$ cat config.mk
export PLATFORM = sky130hd
export DESIGN_NAME = gpint_unit
export DESIGN_NICKNAME = d
export VERILOG_FILES = /design/src/rtl/gpint_pkg.sv /design/src/rtl/gpint_sync.sv /design/src/rtl/gpint_detect.sv /design/src/rtl/gpint_regs.sv /design/src/rtl/gpint_prio.sv /design/src/rtl/gpint_unit.sv
export SDC_FILE = /design/constraint.sdc
export NUM_CORES = 1
export LEC_CHECK = 0
export CAP_MARGIN = 40
export CORE_MARGIN = 5
export CORE_UTILIZATION = 35
export CTS_BUF_LIST = sky130_fd_sc_hd__clkbuf_8
export DETAILED_ROUTE_END_ITERATION = 8
export GPL_ROUTABILITY_DRIVEN = 0
export GPL_TIMING_DRIVEN = 0
export SYNTH_ARGS = -nofsm -noshare
export SYNTH_HDL_FRONTEND = slang
export SYNTH_SLANG_ARGS = --single-unit
$ cat constraint.sdc
create_clock -name clk -period 4.3 [get_ports clk]
set_input_delay 0.645 -clock clk [delete_from_list [all_inputs] [get_ports clk]]
set_output_delay 0.645 -clock clk [all_outputs]
set_load 0.05 [all_outputs]
$ cat src/rtl/gpint_pkg.sv
package gpint_pkg;

    localparam int ADDR_W = 6;

    // register selector, one entry per low/high register pair
    typedef enum logic [3:0] {
        SEL_DIR  = 4'd0,
        SEL_DATA = 4'd1,
        SEL_STAT = 4'd2,
        SEL_EN   = 4'd3,
        SEL_TYPE = 4'd4,
        SEL_LVL  = 4'd5,
        SEL_HOLD = 4'd6,
        SEL_FALL = 4'd7,
        SEL_RISE = 4'd8,
        SEL_NONE = 4'd9
    } reg_sel_e;

    localparam int NUM_SEL = 9;

    typedef struct packed {
        reg_sel_e sel;
        logic     hi;
    } reg_dec_t;

    // byte offset -> register pair and half; bit 0 of the offset is ignored
    function automatic reg_dec_t decode_addr(input logic [ADDR_W-1:0] a);
        reg_dec_t d;
        d.hi = a[1];
        unique case (a[ADDR_W-1:2])
            4'h0:    d.sel = SEL_DIR;
            4'h1:    d.sel = SEL_DATA;
            4'h2:    d.sel = SEL_STAT;
            4'h3:    d.sel = SEL_EN;
            4'h4:    d.sel = SEL_TYPE;
            4'h5:    d.sel = SEL_LVL;
            4'h6:    d.sel = SEL_HOLD;
            4'h8:    d.sel = SEL_FALL;
            4'h9:    d.sel = SEL_RISE;
            default: d.sel = SEL_NONE;
        endcase
        return d;
    endfunction

endpackage

$ cat src/rtl/gpint_sync.sv
module gpint_sync #(
    parameter int W = 32
) (
    input  logic         clk,
    input  logic         rst_n,
    input  logic [W-1:0] raw,
    output logic [W-1:0] cur,
    output logic [W-1:0] prev
);

    logic [W-1:0] meta_q;
    logic [W-1:0] cur_q;
    logic [W-1:0] prev_q;

    always_ff @(posedge clk or negedge rst_n) begin
        if (!rst_n) begin
            meta_q <= '0;
            cur_q  <= '0;
            prev_q <= '0;
        end else begin
            meta_q <= raw;
            cur_q  <= meta_q;
            prev_q <= cur_q;
        end
    end

    assign cur  = cur_q;
    assign prev = prev_q;

endmodule

$ cat src/rtl/gpint_detect.sv
module gpint_detect #(
    parameter int W = 32
) (
    input  logic [W-1:0] cur,
    input  logic [W-1:0] prev,
    input  logic [W-1:0] edge_mode,
    input  logic [W-1:0] lvl_high,
    input  logic [W-1:0] fall_ok,
    input  logic [W-1:0] rise_ok,
    input  logic [W-1:0] hold,
    output logic [W-1:0] live_evt,
    output logic [W-1:0] latch_set,
    output logic [W-1:0] use_latch
);

    for (genvar i = 0; i < W; i++) begin : g_pin
        logic rose;
        logic fell;
        logic edge_hit;
        logic lvl_hit;

        always_comb begin
            rose      = cur[i] & ~prev[i];
            fell      = ~cur[i] & prev[i];
            edge_hit  = (rose & rise_ok[i]) | (fell & fall_ok[i]);
            lvl_hit   = (cur[i] == lvl_high[i]);
            live_evt[i]  = edge_mode[i] ? edge_hit : lvl_hit;
            use_latch[i] = edge_mode[i] & hold[i];
            latch_set[i] = edge_mode[i] & hold[i] & edge_hit;
        end
    end

endmodule

$ cat src/rtl/gpint_regs.sv
module gpint_regs
    import gpint_pkg::*;
#(
    parameter int HALF_W = 16,
    localparam int PIN_W = 2 * HALF_W
) (
    input  logic              clk,
    input  logic              rst_n,
    input  logic              reg_wr,
    input  logic [ADDR_W-1:0] reg_addr,
    input  logic [HALF_W-1:0] reg_wdata,
    output logic [HALF_W-1:0] reg_rdata,
    input  logic [PIN_W-1:0]  pin_sync,
    input  logic [PIN_W-1:0]  live_evt,
    input  logic [PIN_W-1:0]  latch_set,
    input  logic [PIN_W-1:0]  use_latch,
    output logic [PIN_W-1:0]  cfg_dir,
    output logic [PIN_W-1:0]  cfg_out,
    output logic [PIN_W-1:0]  cfg_en,
    output logic [PIN_W-1:0]  cfg_type,
    output logic [PIN_W-1:0]  cfg_lvl,
    output logic [PIN_W-1:0]  cfg_hold,
    output logic [PIN_W-1:0]  cfg_fall,
    output logic [PIN_W-1:0]  cfg_rise,
    output logic [PIN_W-1:0]  status,
    output logic [PIN_W-1:0]  latch_vec
);

    reg_dec_t          dec;
    logic [PIN_W-1:0]  cfg_q [NUM_SEL];
    logic [PIN_W-1:0]  latch_q;
    logic [PIN_W-1:0]  clr_mask;
    logic              cfg_wr;

    assign dec    = decode_addr(reg_addr);
    assign cfg_wr = reg_wr && (dec.sel != SEL_STAT) && (dec.sel != SEL_NONE);

    always_ff @(posedge clk or negedge rst_n) begin
        if (!rst_n) begin
            for (int k = 0; k < NUM_SEL; k++) begin
                cfg_q[k] <= '0;
            end
        end else if (cfg_wr) begin
            if (dec.hi) begin
                cfg_q[dec.sel][PIN_W-1:HALF_W] <= reg_wdata;
            end else begin
                cfg_q[dec.sel][HALF_W-1:0] <= reg_wdata;
            end
        end
    end

    always_comb begin
        clr_mask = '0;
        if (reg_wr && dec.sel == SEL_STAT) begin
            if (dec.hi) begin
                clr_mask[PIN_W-1:HALF_W] = reg_wdata;
            end else begin
                clr_mask[HALF_W-1:0] = reg_wdata;
            end
        end
    end

    // set has priority over a clear in the same cycle
    always_ff @(posedge clk or negedge rst_n) begin
        if (!rst_n) begin
            latch_q <= '0;
        end else begin
            latch_q <= use_latch & ((latch_q & ~clr_mask) | latch_set);
        end
    end

    assign status    = (use_latch & latch_q) | (~use_latch & live_evt);
    assign latch_vec = latch_q;

    assign cfg_dir  = cfg_q[SEL_DIR];
    assign cfg_out  = cfg_q[SEL_DATA];
    assign cfg_en   = cfg_q[SEL_EN];
    assign cfg_type = cfg_q[SEL_TYPE];
    assign cfg_lvl  = cfg_q[SEL_LVL];
    assign cfg_hold = cfg_q[SEL_HOLD];
    assign cfg_fall = cfg_q[SEL_FALL];
    assign cfg_rise = cfg_q[SEL_RISE];

    logic [PIN_W-1:0] rd_vec;

    always_comb begin
        unique case (dec.sel)
            SEL_DATA: rd_vec = pin_sync;
            SEL_STAT: rd_vec = status;
            SEL_NONE: rd_vec = '0;
            default:  rd_vec = cfg_q[dec.sel];
        endcase
        reg_rdata = dec.hi ? rd_vec[PIN_W-1:HALF_W] : rd_vec[HALF_W-1:0];
    end

endmodule

$ cat src/rtl/gpint_prio.sv
module gpint_prio #(
    parameter int HALF_W = 16,
    localparam int PIN_W  = 2 * HALF_W,
    localparam int HIDX_W = $clog2(HALF_W),
    localparam int IDX_W  = $clog2(PIN_W)
) (
    input  logic [PIN_W-1:0] pend,
    output logic             valid,
    output logic [IDX_W-1:0] idx
);

    logic [1:0]        half_any;
    logic [HIDX_W-1:0] half_idx [2];

    for (genvar h = 0; h < 2; h++) begin : g_half
        logic [HALF_W-1:0] slice;
        assign slice       = pend[h*HALF_W +: HALF_W];
        assign half_any[h] = |slice;

        always_comb begin
            half_idx[h] = '0;
            for (int b = HALF_W - 1; b >= 0; b--) begin
                if (slice[b]) begin
                    half_idx[h] = HIDX_W'(b);
                end
            end
        end
    end

    // low half first; high half only when the low half is idle
    always_comb begin
        valid = |half_any;
        if (half_any[0]) begin
            idx = {1'b0, half_idx[0]};
        end else if (half_any[1]) begin
            idx = {1'b1, half_idx[1]};
        end else begin
            idx = '0;
        end
    end

endmodule

$ cat src/rtl/gpint_unit.sv
module gpint_unit
    import gpint_pkg::*;
#(
    parameter int HALF_W = 16,
    localparam int PIN_W = 2 * HALF_W,
    localparam int IDX_W = $clog2(PIN_W)
) (
    input  logic              clk,
    input  logic              rst_n,
    input  logic              reg_wr,
    input  logic [ADDR_W-1:0] reg_addr,
    input  logic [HALF_W-1:0] reg_wdata,
    output logic [HALF_W-1:0] reg_rdata,
    input  logic [PIN_W-1:0]  pin_in,
    output logic [PIN_W-1:0]  pin_oe,
    output logic [PIN_W-1:0]  pin_out,
    output logic              irq,
    output logic              pend_valid,
    output logic [IDX_W-1:0]  pend_idx
);

    logic [PIN_W-1:0] pin_cur;
    logic [PIN_W-1:0] pin_prev;
    logic [PIN_W-1:0] live_evt;
    logic [PIN_W-1:0] set_vec;
    logic [PIN_W-1:0] use_latch;
    logic [PIN_W-1:0] cfg_en;
    logic [PIN_W-1:0] cfg_type;
    logic [PIN_W-1:0] cfg_lvl;
    logic [PIN_W-1:0] cfg_hold;
    logic [PIN_W-1:0] cfg_fall;
    logic [PIN_W-1:0] cfg_rise;
    logic [PIN_W-1:0] stat_vec;
    logic [PIN_W-1:0] latch_vec;
    logic [PIN_W-1:0] pend_vec;

    gpint_sync #(.W(PIN_W)) u_sync (
        .clk   (clk),
        .rst_n (rst_n),
        .raw   (pin_in),
        .cur   (pin_cur),
        .prev  (pin_prev)
    );

    gpint_detect #(.W(PIN_W)) u_detect (
        .cur       (pin_cur),
        .prev      (pin_prev),
        .edge_mode (cfg_type),
        .lvl_high  (cfg_lvl),
        .fall_ok   (cfg_fall),
        .rise_ok   (cfg_rise),
        .hold      (cfg_hold),
        .live_evt  (live_evt),
        .latch_set (set_vec),
        .use_latch (use_latch)
    );

    gpint_regs #(.HALF_W(HALF_W)) u_regs (
        .clk       (clk),
        .rst_n     (rst_n),
        .reg_wr    (reg_wr),
        .reg_addr  (reg_addr),
        .reg_wdata (reg_wdata),
        .reg_rdata (reg_rdata),
        .pin_sync  (pin_cur),
        .live_evt  (live_evt),
        .latch_set (set_vec),
        .use_latch (use_latch),
        .cfg_dir   (pin_oe),
        .cfg_out   (pin_out),
        .cfg_en    (cfg_en),
        .cfg_type  (cfg_type),
        .cfg_lvl   (cfg_lvl),
        .cfg_hold  (cfg_hold),
        .cfg_fall  (cfg_fall),
        .cfg_rise  (cfg_rise),
        .status    (stat_vec),
        .latch_vec (latch_vec)
    );

    assign pend_vec = stat_vec & cfg_en;
    assign irq      = |pend_vec;

    gpint_prio #(.HALF_W(HALF_W)) u_prio (
        .pend  (pend_vec),
        .valid (pend_valid),
        .idx   (pend_idx)
    );

endmodule

== Yosys cells after proc, flatten, opt, wreduce, memory -nomap -nowiden ==
Memories as Yosys holds them, arrays and structs flattened.
Cells that the tools add are included.

* $lt $le $gt $ge: 2
* Eq/ne operators: 37
* Muxes and demuxes: 81
* Bitwise gates (word level): 298
* Reduce and logical (&&, ||, !) cells: 7

{| class="wikitable"
|+ Operators by type and width
! cell !! number
|-
| 288-bit bitwise mux || 2
|-
| 288-bit two-way mux || 1
|-
| 32-bit demux with 4-bit select || 2
|-
| 1-bit bitwise AND || 192
|-
| 32-bit bitwise AND || 5
|-
| 32-bit binary-select mux with 4-bit select || 1
|-
| 32-bit two-way mux || 4
|-
| 4-bit two-way mux || 32
|-
| 32-bit case mux with 3 select lines || 1
|-
| 16-bit two-way mux || 4
|-
| 1-bit inverter || 64
|-
| 32-bit inverter || 2
|-
| 32-bit OR || 2
|-
| 1-bit == test || 32
|-
| 1-bit two-way mux || 32
|-
| 1-bit OR || 32
|-
| 16-bit OR reduction || 2
|-
| 32-bit OR reduction || 1
|-
| 5-bit two-way mux || 2
|-
| 5-bit greater-or-equal comparator (second input constant) || 1
|-
| 5-bit by 1-bit < comparator with 1-bit output (second input constant) || 1
|-
| 4-bit inverter with 5-bit output || 1
|-
| 4-bit by 1-bit == test with 1-bit output (second input constant) || 1
|-
| 4-bit by 2-bit == test with 1-bit output (second input constant) || 1
|-
| 4 further kinds || 7
|}

* Register bits after elaboration: 416
* Memory bits (read-only): 64
* Input bits: 57
* Output and inout port bits: 87
* Word-level logic and storage cells: 439
* Memories: 1

{| class="wikitable"
|+ Memories
! memory !! depth !! bits a word !! rd ports !! clocked after memory_dff !! wr ports !! line !! RTL
|-
| (name not given) || 16 || 4 || 1 || 0 || 0 || gpint_pkg.sv:30 || <nowiki>unique case (a[ADDR_W-1:2])</nowiki>
|}

== Longest topological paths before layout ==
Gate-level depths: netlist of the first run.

* Word-level depth: 26
* Gate-level depth with buffers: 11
* Depth with buffers taken out: 7

== Cells and area by module ==
A second synthesis of the first run with hierarchy kept.

* Cells, all modules: 2128
* Area, all modules: 23734.0 um^2

{| class="wikitable"
|+ By module, submodules not included
! module !! times used !! cells an instance !! area an instance (um^2) !! sequential area each (um^2)
|-
| gpint_regs || 1 || 1635 || 18303.8 || 7857.5
|-
| gpint_sync || 1 || 96 || 2402.3 || 2402.3
|-
| gpint_detect || 1 || 287 || 2316.0 || 0.0
|-
| gpint_prio || 1 || 65 || 414.1 || 0.0
|-
| gpint_unit || 1 || 45 || 297.8 || 0.0
|}

== Worst setup path before layout of the first run ==
OpenSTA, ideal clock, no wires.

* Kind: input -> output
* Start point: input reg_addr[5]
* End point: output reg_rdata[1]
* Data arrival time: 3.399 ns
* Required time: 3.655 ns
* Path slack: 0.256 ns
* Stages: 9
* Buffers on the path: 2
* Cells stage by stage: clkbuf_1 > inv_2 > or3_1 > a21oi_2 > buf_2 > a22oi_1 > a21oi_1 > a2111oi_0 > o32ai_1

* Cells in the longest elaborated chain, start to end: 7

{| class="wikitable"
|+ RTL lines
! element !! line !! RTL
|-
| start, declared || gpint_unit.sv:11 || <nowiki>input logic [ADDR_W-1:0] reg_addr,</nowiki>
|-
| memory read 16 x 4 bit * || - ||
|-
| 4-bit inverter with 5-bit output (implied by the code) || gpint_regs.sv:91 || <nowiki>default: rd_vec = cfg_q[dec.sel];</nowiki>
|-
| 32-bit binary-select mux with 4-bit select || gpint_regs.sv:91 ||
|-
| 32-bit two-way mux (implied by the code) (2 in series) || gpint_regs.sv:91 ||
|-
| 32-bit case mux with 3 select lines * || gpint_regs.sv:87 || <nowiki>unique case (dec.sel)</nowiki>
|-
| 16-bit two-way mux * || gpint_regs.sv:93 || <nowiki>reg_rdata = dec.hi ? rd_vec[PIN_W-1:HALF_W] : rd_vec[HALF_W-1:0];</nowiki>
|-
| end, declared || gpint_unit.sv:13 || <nowiki>output logic [HALF_W-1:0] reg_rdata,</nowiki>
|}

Every way passes the cells marked *; elsewhere a longest branch is shown, timed or not. The select of a mux whose other input is x is not followed.

== Worst setup path in the final report of the first run ==
* Start point: input reg_addr[4]
* End point: output reg_rdata[3]

Same word-level chain as after synthesis.

==> impl_metrics.csv, run 1 <==
group,metric,value,unit
run_status,status,"finished with violations",
run_status,violations,"setup timing",
clocking,cts_root_buf,"clkbuf_8",
clocking,cts_buffers,73,
floorplan,die-area,0.0611,mm²
timing,finalMaxSlewViolations,0,
grt,grt_pass1_wl,102,mm
grt,grt.total_usage,0.222,
floorplan,start_util,0.351,
clocking,worstSkewPairLatency,0.67,ns
logic_synthesis,synthDistinctLibCells,64,
critical_path,critical_path_class,"in -> out",
critical_path,cp_data_required_time,3.65,ns
logic_synthesis,synth.area.mux_share,0.151,
route,wl_per_cell,25.0,µm
logic_synthesis,syn_inst,1680,
cells_and_area,area_growth,23.0,%
timing,setup_violations,1,
power_and_ir_drop,powerDensity,501,mW/mm²
logic_synthesis,syn_nets,1737,
critical_path,cp_max_fo,10,
clocking,cts_tree,"done",
grt,grt_max_degree,114,
clocking,numClockSinks,416,
cells_and_area,antennaDiodeCount,0,
logic_synthesis,avgSynthCellArea,11.7,µm²
critical_path,path_cells,"clkdlybuf4s50_1 -> clkbuf_2 -> o21ai_2 -> o21ai_1 -> clkbuf_4 -> clkbuf_1 -> buf_6 -> a22oi_1 -> a21oi_1 -> a2111oi_2 -> buf_2 -> o32ai_1 -> buf_4",
clocking,path_clk_slew,0.06,ns
placed_design,io_buffers,137,
timing,fin_crit,4.31,ns
logic_synthesis,ys_seq_area_frac,0.529,
floorplan,die_x,247,µm
logic_synthesis,async_flop_share,1.00,
critical_path,crit_path_max_incr_delay,0.53,ns
grt,grt_pass1_vias,15900,
critical_path,worst_ep_arrival_time,3.66,ns
power_and_ir_drop,leakage,10.7,nW
logic_synthesis,yosys.area_share.adder,0,
critical_path,end_kind,"output port",
route,num_vias,15800,
route,wirelength,68.5,mm
logic_synthesis,dominantRegCellSynth,"dfrtp_1",
route,routed_via_density,5.77,
job,cap_violations,0,
cells_and_area,nets,1984,
grt,antenna_found_initial,0,
route,ant_nets,0,
placed_design,dp_hpwl,47.7,mm
placed_design,dpl_worst_slack,-1.41,ns
floorplan,die_height,247,µm
timing,post-route-worst-setup-slack,-0.00834,ns
critical_path,critical-path-top-delay-family,"buffers and inverters",
critical_path,critical-path-slowest-cell,"a2111oi_2",
logic_synthesis,synth-edff-count,0,
floorplan,coreArea,0.0561,mm²
route,drcViolationCount,0,
timing,relSlewSlack,0.394,
logic_synthesis,ys_warn_count,0,
worst_hold_path,hp-class,"reg -> reg",
timing,hold_viol,0,
logic_synthesis,ys_ff_latch,416,
critical_path,cp-start-kind,"input pin",
logic_synthesis,synthSimpleGateAreaFrac,0.0808,
cells_and_area,drive_above_1_share,0.248,
timing,worst_pin_slew,0.908,ns
power_and_ir_drop,ir_drop,0.359,mV
logic_synthesis,syn-cell-area,0.0197,mm²
timing,max_freq,232,MHz
grt,grt_overflow,0,
logic_synthesis,synth_xor_area_frac,0.0142,
timing,fin_crit_sh,1.00,
floorplan,core.rowCount,87,
clocking,clock_path_buffers,3,
power_and_ir_drop,power,0.0121,W
critical_path,cp_num_buf_inv,7,
floorplan,boundaryPins,144,
timing,fin_setup_tns,-0.00834,ns
logic_synthesis,synth_top_family_by_area,"compound AO/OA/AOI/OAI gates",
route,drt_pre_antenna_iters,5,
timing,skew,0.0211,ns
logic_synthesis,synth_compound_area_frac,0.169,
cells_and_area,num-fill-cells,5245,
route,first_iter_violations,1619,
clocking,htreeDepth,3,
-- worst reg2reg max path: stages, from the launching register on --
cell     delay (ns)
dfrtp_1        0.51
and3b_1        0.24
o311a_1        0.35
-- where the power goes --
| group | internal, W | switching, W | total, W |
|---|---|---|---|
| sequential | 0.00448 | 0.000611 | 0.00509 |
| clock | 0.00201 | 0.00172 | 0.00373 |
| combinational | 0.00136 | 0.00195 | 0.00331 |
-- placed cells by master, fill, tap and decap left out, types with 13 or more instances in the layout --
cell type | Yosys | final
nand3b_1 | 21 | 21
nand2b_1 | 23 | 22
clkdlybuf4s50_1 | 0 | 112
buf_4 | 65 | 81
nand3_1 | 16 | 16
a21oi_1 | 102 | 101
and3b_1 | 33 | 33
a21boi_1 | 15 | 16
mux2_2 | 157 | 157
and4_1 | 13 | 13
xnor2_1 | 17 | 17
dfrtp_1 | 416 | 413
inv_1 | 25 | 48
a2111oi_2 | 0 | 13
nor3b_1 | 15 | 14
o311a_1 | 21 | 21
mux2_1 | 96 | 96
clkbuf_1 | 120 | 80
xor2_1 | 15 | 15
o21ai_0 | 29 | 27
buf_2 | 12 | 26
a22oi_1 | 129 | 128
clkbuf_4 | 0 | 15
clkbuf_2 | 0 | 24
nand2_1 | 85 | 84
nor2_1 | 44 | 44
clkbuf_8 | 0 | 94
a221oi_1 | 16 | 16
-- state kept, by name, summed over array words and instances, names as in the netlist --
signal,flops
u_sync.meta_q,32
u_regs.latch_vec,32
u_regs.cfg_fall,32
u_regs.cfg_en,32
u_regs.cfg_hold,32
u_sync.prev,32
u_regs.cfg_rise,32
u_regs.cfg_q,32
u_regs.cfg_lvl,32
u_regs.cfg_dir,32
u_regs.cfg_type,32
u_sync.cur,32
u_regs.cfg_out,32
-- layout make-up --
cell class / count / area (µm²) / share of cell area
Tap cell: 756 / 946 / 0.0391
Buffer: 196 / 1100 / 0.0453
Clock buffer: 93 / 1280 / 0.0529
Multi-Input combinational cell: 1040 / 8450 / 0.349
Sequential cell: 416 / 10400 / 0.430
Inverter: 26 / 97.6 / 0.00403
Clock inverter: 38 / 205 / 0.00848
Timing Repair Buffer: 174 / 1710 / 0.0707
-- cell families after synthesis --
group	count (synthesis)
compound gates	462
flops	416
simple gates	281
mux	265
buf+inv	224
xor+xnor	32
-- through the flow --
step | cells | hold WS, ns | util | instance area, µm²
finish | 2739 | 0.345 | 0.432 | 24200
global route | 2739 | 0.350 | 0.432 | 24200
CTS | 2738 | 0.347 | 0.431 | 24200
detailed placement | 2603 | 0.335 | 0.398 | 22300
global placement | 2573 | 0.333 | 0.392 | 22000
floorplan | 1680 | 0.331 | - | 19700
-- layer usage --
| metal | vias to the layer above | global-route usage | share of wire |
|---|---|---|---|
| met5 | - | 0 | 0 |
| met4 | 0 | 0.0860 | 0.040 |
| met3 | 191 | 0.0603 | 0.099 |
| met2 | 868 | 0.339 | 0.45 |
| met1 | 8037 | 0.301 | 0.41 |
| li1 | 6698 | - | - |
-- cell usage after synthesis (13+ instances only) --
cell         n  area share
a21boi_1    15      0.0057
nor2_1      44      0.0084
a2111oi_0   33       0.015
nor3b_1     15      0.0057
a221oi_1    16      0.0071
clkbuf_1   120       0.023
o21ai_0     29      0.0074
and3b_1     33       0.015
mux2_2     157       0.090
nand2_1     85       0.016
xnor2_1     17      0.0076
inv_1       25      0.0048
xor2_1      15      0.0067
nand3_1     16      0.0041
and4_1      13      0.0058
a31oi_1     13      0.0041
buf_4       65       0.025
nand2b_1    23      0.0073
mux2_1      96       0.055
nand3b_1    21      0.0080
a22oi_1    129       0.049
a21oi_1    102       0.026
dfrtp_1    416        0.53
o311a_1     21       0.011
o32ai_1     18      0.0080
-- path summary, 6_finish.rpt --
kind	from	end	slack, ns	depth (start not counted)
setup / recovery	reg_addr[4]	reg_rdata[3]	-0.008	13
hold / removal	u_sync.meta_q[3]$_DFF_PN0_	u_sync.cur[3]$_DFF_PN0_	0.35	0
setup reg to reg	u_sync.cur[16]$_DFF_PN0_	u_regs.latch_vec[16]$_DFF_PN0_	3.09	2
hold reg to reg	u_sync.meta_q[3]$_DFF_PN0_	u_sync.cur[3]$_DFF_PN0_	0.35	0
max in group asynchronous	rst_n	u_regs.latch_vec[22]$_DFF_PN0_	2.18	5
min in group asynchronous	rst_n	u_sync.meta_q[12]$_DFF_PN0_	0.54	2
-- timing repair --
item	CTS	global route
endpoints found under the hold margin	81	0
resized for setup	220	60
setup endpoints to repair	23	22
pin swaps	4	4
hold buffers	1	0
buffers inserted	5	0
Power figures use the tool's default switching activity.
==> run 2: changes to the inputs <==
CTS_BUF_LIST = sky130_fd_sc_hd__clkbuf_4   (was sky130_fd_sc_hd__clkbuf_8)
PLACE_DENSITY = 0.61   (was default)
==> impl_metrics.csv, run 2 (same netlist as run 1, synthesis figures left out) <==
group,metric,value,unit
placed_design,dp_hpwl,47.9,mm
job,cap_violations,0,
floorplan,boundaryPins,144,
clocking,htreeDepth,3,
worst_hold_path,min_from,"pin_in[6]",
critical_path,r2r-end,"u_regs.latch_vec[16]$_DFF_PN0_",
cells_and_area,drive_above_1_share,0.286,
route,ant_nets,0,
run_status,status,"complete, no violations",
route,num_vias,16100,
power_and_ir_drop,leakage,10.7,nW
timing,fin_crit_sh,0.993,
grt,grt_pass1_wl,102,mm
critical_path,reg2reg_depth,2,
critical_path,crit_path_max_incr_delay,0.45,ns
route,first_iter_violations,1698,
cells_and_area,final_common_cell,"dfrtp_1",
clocking,path_clk_slew,0.07,ns
clocking,cts_root_buf,"clkbuf_4",
critical_path,cp_max_fo,5,
clocking,numClockSinks,416,
cells_and_area,fin_util,0.434,
timing,setup_violations,0,
floorplan,core.rowCount,87,
clocking,cts_tree,"done",
critical_path,worst-r2r-setup-slack,3.13,ns
cells_and_area,num-fill-cells,5310,
route,routed_via_density,5.71,
floorplan,die_x,247,µm
floorplan,coreArea,0.0561,mm²
floorplan,die_height,247,µm
cells_and_area,multi_input_area,0.00855,mm²
worst_hold_path,min_to,"u_sync.meta_q[6]$_DFF_PN0_",
critical_path,cp-start-kind,"register",
grt,grt_pass1_vias,16200,
clocking,cts_buffers,110,
timing,relSlewSlack,0.290,
critical_path,worst_ep_arrival_time,3.63,ns
critical_path,critical_path_class,"reg -> out",
grt,grt.total_usage,0.222,
power_and_ir_drop,ir_drop,0.282,mV
timing,hold_viol,0,
timing,grt_setup_unrepaired,"yes",
placed_design,io_buffers,137,
worst_hold_path,min_path_cells,1,
clocking,clock_path_buffers,3,
critical_path,critical-path-slowest-cell,"dfrtp_2",
route,wl_per_cell,24.3,µm
grt,antenna_found_initial,4,
route,drcViolationCount,0,
clocking,worstSkewPairLatency,0.88,ns
route,drt_pre_antenna_iters,8,
critical_path,cp_data_required_time,3.65,ns
power_and_ir_drop,power,0.0120,W
power_and_ir_drop,powerDensity,494,mW/mm²
critical_path,end_kind,"output port",
cells_and_area,regArea,0.0104,mm²
timing,max_freq,234,MHz
critical_path,r2r-start,"u_sync.cur[16]$_DFF_PN0_",
cells_and_area,nets,2032,
timing,finalMaxSlewViolations,0,
critical_path,path_cells,"and3b_1 -> o311ai_1 -> o21ai_1 -> a21bo_2 -> nor4_4 -> o311ai_4 -> buf_12 -> o32ai_4 -> buf_6",
worst_hold_path,hp-class,"in -> reg",
timing,skew,0.0441,ns
floorplan,start_util,0.351,
route,wirelength,68.5,mm
cells_and_area,layout_common_cells,"dfrtp_1 (412), clkbuf_4 (177), mux2_2 (157), a22oi_1 (127), clkdlybuf4s50_1 (112)",
timing,fin_crit,4.27,ns
timing,worst_pin_slew,1.07,ns
floorplan,die-area,0.0611,mm²
cells_and_area,area_growth,23.8,%
grt,grt_max_degree,111,
grt,grt_overflow,0,
run 2: changes by cell type in the layout (fill, tap and decap cells not counted), sizes merged:
cell           previous run  this run
dlymetal6s2s              1         0
inv                      52        28
clkbuf                  213       279
buf                     135       152
dlygate4sd2               0         1
clkinv                    9        28
diode                     0         4
clkdlybuf4s15             1         0
run 2: final cells by class:
type,instances,share of cell area
Sequential cell,416,0.428
Antenna cell,4,0.000411
Inverter,26,0.00401
Multi-Input combinational cell,1040,0.351
Clock inverter,33,0.00704
Timing Repair Buffer,185,0.0745
Tap cell,756,0.0388
Clock buffer,164,0.0506
Buffer,196,0.0457
run 2: worst max path at each step:
stage | from | to | slack (ns) | cells past startpoint
4_1_cts | u_sync.cur[7]$_DFF_PN0_ | pend_idx[1] | -0.03 | 9
3_5_place_dp | reg_addr[3] | reg_rdata[7] | -1.55 | 11
3_3_place_gp | rst_n | u_sync.meta_q[12]$_DFF_PN0_ | -15.84 | 1
5_1_grt | u_sync.cur[2]$_DFF_PN0_ | pend_idx[1] | -0.1 | 9
2_1_floorplan | reg_addr[5] | reg_rdata[1] | 0.26 | 9
6_report | u_sync.cur[2]$_DFF_PN0_ | pend_idx[1] | 0.03 | 9
run 2: through the flow:
stage | std cells | TNS (ns) | hold WS [ns] | setup slack, ns | instance area [µm²]
after global placement | 2573 | -6594.73 | 0.334 | -15.84 | 22000
after detailed placement | 2601 | -22.95 | 0.335 | -1.55 | 22300
after global routing | 2820 | -0.167 | 0.118 | -0.0999 | 24400
final | 2820 | 0 | 0.192 | 0.0285 | 24400
after floorplan | 1680 | 0 | 0.331 | 0.256 | 19700
after CTS | 2809 | -0.0312 | 0.134 | -0.0312 | 24100
run 2: routing by layer:
layer  GRT usage  routed length, µm
met3      0.0547               6800
met4      0.0812               2510
met1       0.304              28400
met5           0                 12
met2       0.344              30800
run 2: worst max-delay path: cells and delay by family, from the launching register on:
kind                   cells  cell delay [ns]
buffers and inverters      2             0.39
flip-flops                 1             0.45
AND/OR/NAND/NOR            2             0.55
AO/OA/AOI/OAI              5             1.38
run 2: power by group:
group | switching, W | internal, W | leakage [nW]
Combinational | 0.00199 | 0.00146 | 4.64
Clock | 0.00169 | 0.00180 | 0.838
Sequential | 0.000615 | 0.00448 | 5.26
Total | 0.00429 | 0.00773 | 10.7
run 2: timing repair:
item,4_1_cts,5_1_grt
gates resized for setup,251,79
hold buffers,1,0
setup endpoints to repair,23,22
pin swaps,12,19
hold endpoints to repair,77,0
setup buffers,12,6
==> run 3: changes to the inputs <==
SYNTH_HIERARCHICAL = 1   (was default)
==> impl_metrics.csv, run 3 <==
group,metric,value,unit
run_status,status,"finished with violations",
run_status,violations,"setup timing",
power_and_ir_drop,pwr-share-comb,0.327,
timing,skew,0.0472,ns
logic_synthesis,synth_commonest_cells,"dfrtp_1 (410), mux2_2 (277), buf_4 (270)",
cells_and_area,fin_util,0.425,
timing,max_freq,224,MHz
power_and_ir_drop,p_switching,0.00430,W
logic_synthesis,synth_area_leader_cell,"dfrtp_1",
power_and_ir_drop,power,0.0127,W
logic_synthesis,async_flop_share,1.00,
grt,grt_pass1_wl,122,mm
route,ant_nets,0,
clocking,path_clk_slew,0.07,ns
logic_synthesis,yosysMostFrequentCell,"dfrtp_1",
grt,grt_overflow,0,
clocking,htreeDepth,3,
critical_path,cp-start-kind,"register",
worst_hold_path,hp-class,"in -> reg",
timing,relSlewSlack,0.381,
cells_and_area,area_growth,20.2,%
grt,antenna_found_initial,3,
timing,fin_crit_sh,1.04,
grt,grt_max_degree,119,
logic_synthesis,ys_warn_count,6,
floorplan,die_x,270,µm
logic_synthesis,ys_ff_latch,410,
clocking,cts_tree,"done",
power_and_ir_drop,leakage,12.6,nW
cells_and_area,multi_input_area,0.0110,mm²
floorplan,die_height,270,µm
logic_synthesis,syn_inst,2128,
power_and_ir_drop,clockPowerShare,0.287,
timing,hold_viol,0,
clocking,worstSkewPairLatency,0.93,ns
logic_synthesis,synthDistinctLibCells,81,
timing,worst_pin_slew,0.928,ns
route,first_iter_violations,2054,
timing,finalMaxSlewViolations,0,
logic_synthesis,syn-cell-area,0.0237,mm²
clocking,clock_path_buffers,3,
clocking,cts_buffers,113,
cells_and_area,layout_common_cells,"dfrtp_1 (391), buf_4 (322), mux2_2 (268), clkbuf_4 (167), clkdlybuf4s50_1 (115)",
route,drcViolationCount,0,
cells_and_area,regArea,0.0103,mm²
critical_path,critical_path_class,"reg -> out",
route,num_vias,18900,
logic_synthesis,synth_top_area_frac,0.432,
route,routed_via_density,5.58,
cells_and_area,drive_above_1_share,0.419,
logic_synthesis,avgSynthCellArea,11.2,µm²
critical_path,cp_max_fo,3,
timing,post-route-worst-setup-slack,-0.165,ns
floorplan,core.rowCount,95,
timing,setup_violations,8,
logic_synthesis,synth-edff-count,0,
timing,fin_crit,4.46,ns
power_and_ir_drop,ir_drop,0.449,mV
timing,fin_setup_tns,-0.352,ns
clocking,numClockSinks,410,
grt,grt.total_usage,0.220,
logic_synthesis,syn_nets,2185,
power_and_ir_drop,seqPwrFrac,0.385,
critical_path,end_kind,"output port",
grt,grt_pass1_vias,19600,
clocking,cts_root_buf,"clkbuf_4",
route,wl_per_cell,24.4,µm
placed_design,io_buffers,140,
floorplan,die-area,0.0731,mm²
floorplan,coreArea,0.0672,mm²
timing,hold_ws,0.163,ns
floorplan,start_util,0.353,
logic_synthesis,ys_seq_area_frac,0.432,
cells_and_area,num-fill-cells,6386,
power_and_ir_drop,internal_power,0.00840,W
cells_and_area,final_common_cell,"dfrtp_1",
placed_design,dp_hpwl,58.1,mm
cells_and_area,nets,2496,
critical_path,worst_ep_arrival_time,3.82,ns
power_and_ir_drop,switching_share,0.338,
logic_synthesis,synthTopCellsByArea,"dfrtp_1 (43%), mux2_2 (13%), buf_4 (8.5%)",
route,wirelength,82.8,mm
route,drt_pre_antenna_iters,8,
timing,grt_setup_unrepaired,"yes",
power_and_ir_drop,powerDensity,445,mW/mm²
job,cap_violations,0,
floorplan,boundaryPins,144,
logic_synthesis,dominantRegCellSynth,"dfrtp_1",
critical_path,cp_data_required_time,3.65,ns
==> run 3: cell types whose count changed after synthesis, moves of 44 or more <==
cell | previous run | this run
buf_4 | 65 | 270
mux2_2 | 157 | 277
a22oi_1 | 129 | 29
nand3b_1 | 21 | 95
mux2_1 | 96 | 23
mux2i_1 | 12 | 71
clkbuf_1 | 120 | 67
a32oi_1 | 1 | 45
==> run 3: stage by stage <==
| stage | setup WS [ns] | cell area (µm²) | instances |
|---|---|---|---|
| after floorplan | 0.854 | 23700 | 2128 |
| after global placement | -16.10 | 26200 | 3141 |
| after detailed placement | -1.12 | 26300 | 3146 |
| after CTS | -0.166 | 28300 | 3376 |
| after global routing | -0.274 | 28500 | 3394 |
| final | -0.165 | 28500 | 3394 |
==> run 3: critical path, cell delays in order, from the launching register on <==
cell,delay [ns]
dfrtp_1,0.42
buf_4,0.15
nand2b_1,0.07
a32oi_1,0.10
mux2_4,0.30
and2_4,0.15
or4_4,0.52
or4_4,0.42
or4_4,0.61
buf_8,0.18
==> run 3: kinds of logic after synthesis <==
| kind of cell | count (synthesis) | synth area share |
|---|---|---|
| multiplexers | 379 | 0.177 |
| AO/OA/AOI/OAI | 471 | 0.153 |
| buffers and inverters | 408 | 0.114 |
| AND/OR/NAND/NOR | 457 | 0.122 |
| XOR/XNOR | 3 | 0.00111 |
| flip-flops | 410 | 0.432 |
==> run 3: cell type report <==
class | count | share of cell area
inverters | 13 | 0.00171
repair buffers | 199 | 0.0674
well taps | 873 | 0.0383
diodes | 6 | 0.000526
multi-input cells | 1310 | 0.387
plain buffers | 392 | 0.0946
clock buffers | 163 | 0.0429
clock inverters | 28 | 0.00754
flip-flops and latches | 410 | 0.360
==> run 3: final timing paths <==
path                                                  end                            start  slack (ns)  depth (start not counted)
max                                                   irq   u_regs/cfg_lvl[24]$_DFFE_PN0P_       -0.16                          9
min                            u_sync/meta_q[6]$_DFF_PN0_                        pin_in[6]        0.16                          1
max reg2reg                u_regs/latch_vec[17]$_DFF_PN0_  u_regs/cfg_type[17]$_DFFE_PN0P_        3.11                          4
min reg2reg                       u_sync/cur[7]$_DFF_PN0_       u_sync/meta_q[7]$_DFF_PN0_        0.33                          0
max in group asynchronous        u_sync/cur[20]$_DFF_PN0_                            rst_n        2.39                          4
min in group asynchronous  u_regs/cfg_out[11]$_DFFE_PN0P_                            rst_n        0.34                          2
==> run 3: power by group through the flow <==
stage	clock network [W]	registers, W	logic [W]
finish	0.00365	0.00490	0.00416
global placement	0	0.00496	0.00375
detailed placement	0	0.00497	0.00384
CTS	0.00379	0.00488	0.00408
global route	0.00400	0.00496	0.00440
floorplan	0	0.00476	0.00285
==> run 3: what timing repair did <==
action,CTS,global route
endpoints found under the setup margin,23,22
hold buffers,1,0
endpoints found under the hold margin,83,0
gates resized for setup,206,40
buffers inserted,41,12
pin swaps,9,11
==> run 3: metal layers <==
metal,vias up,track usage,routed length [µm]
met2,949,0.345,37600
li1,8171,-,-
met1,9614,0.293,34400
met3,211,0.0457,7000
met5,-,0,13
met4,2,0.0972,3730
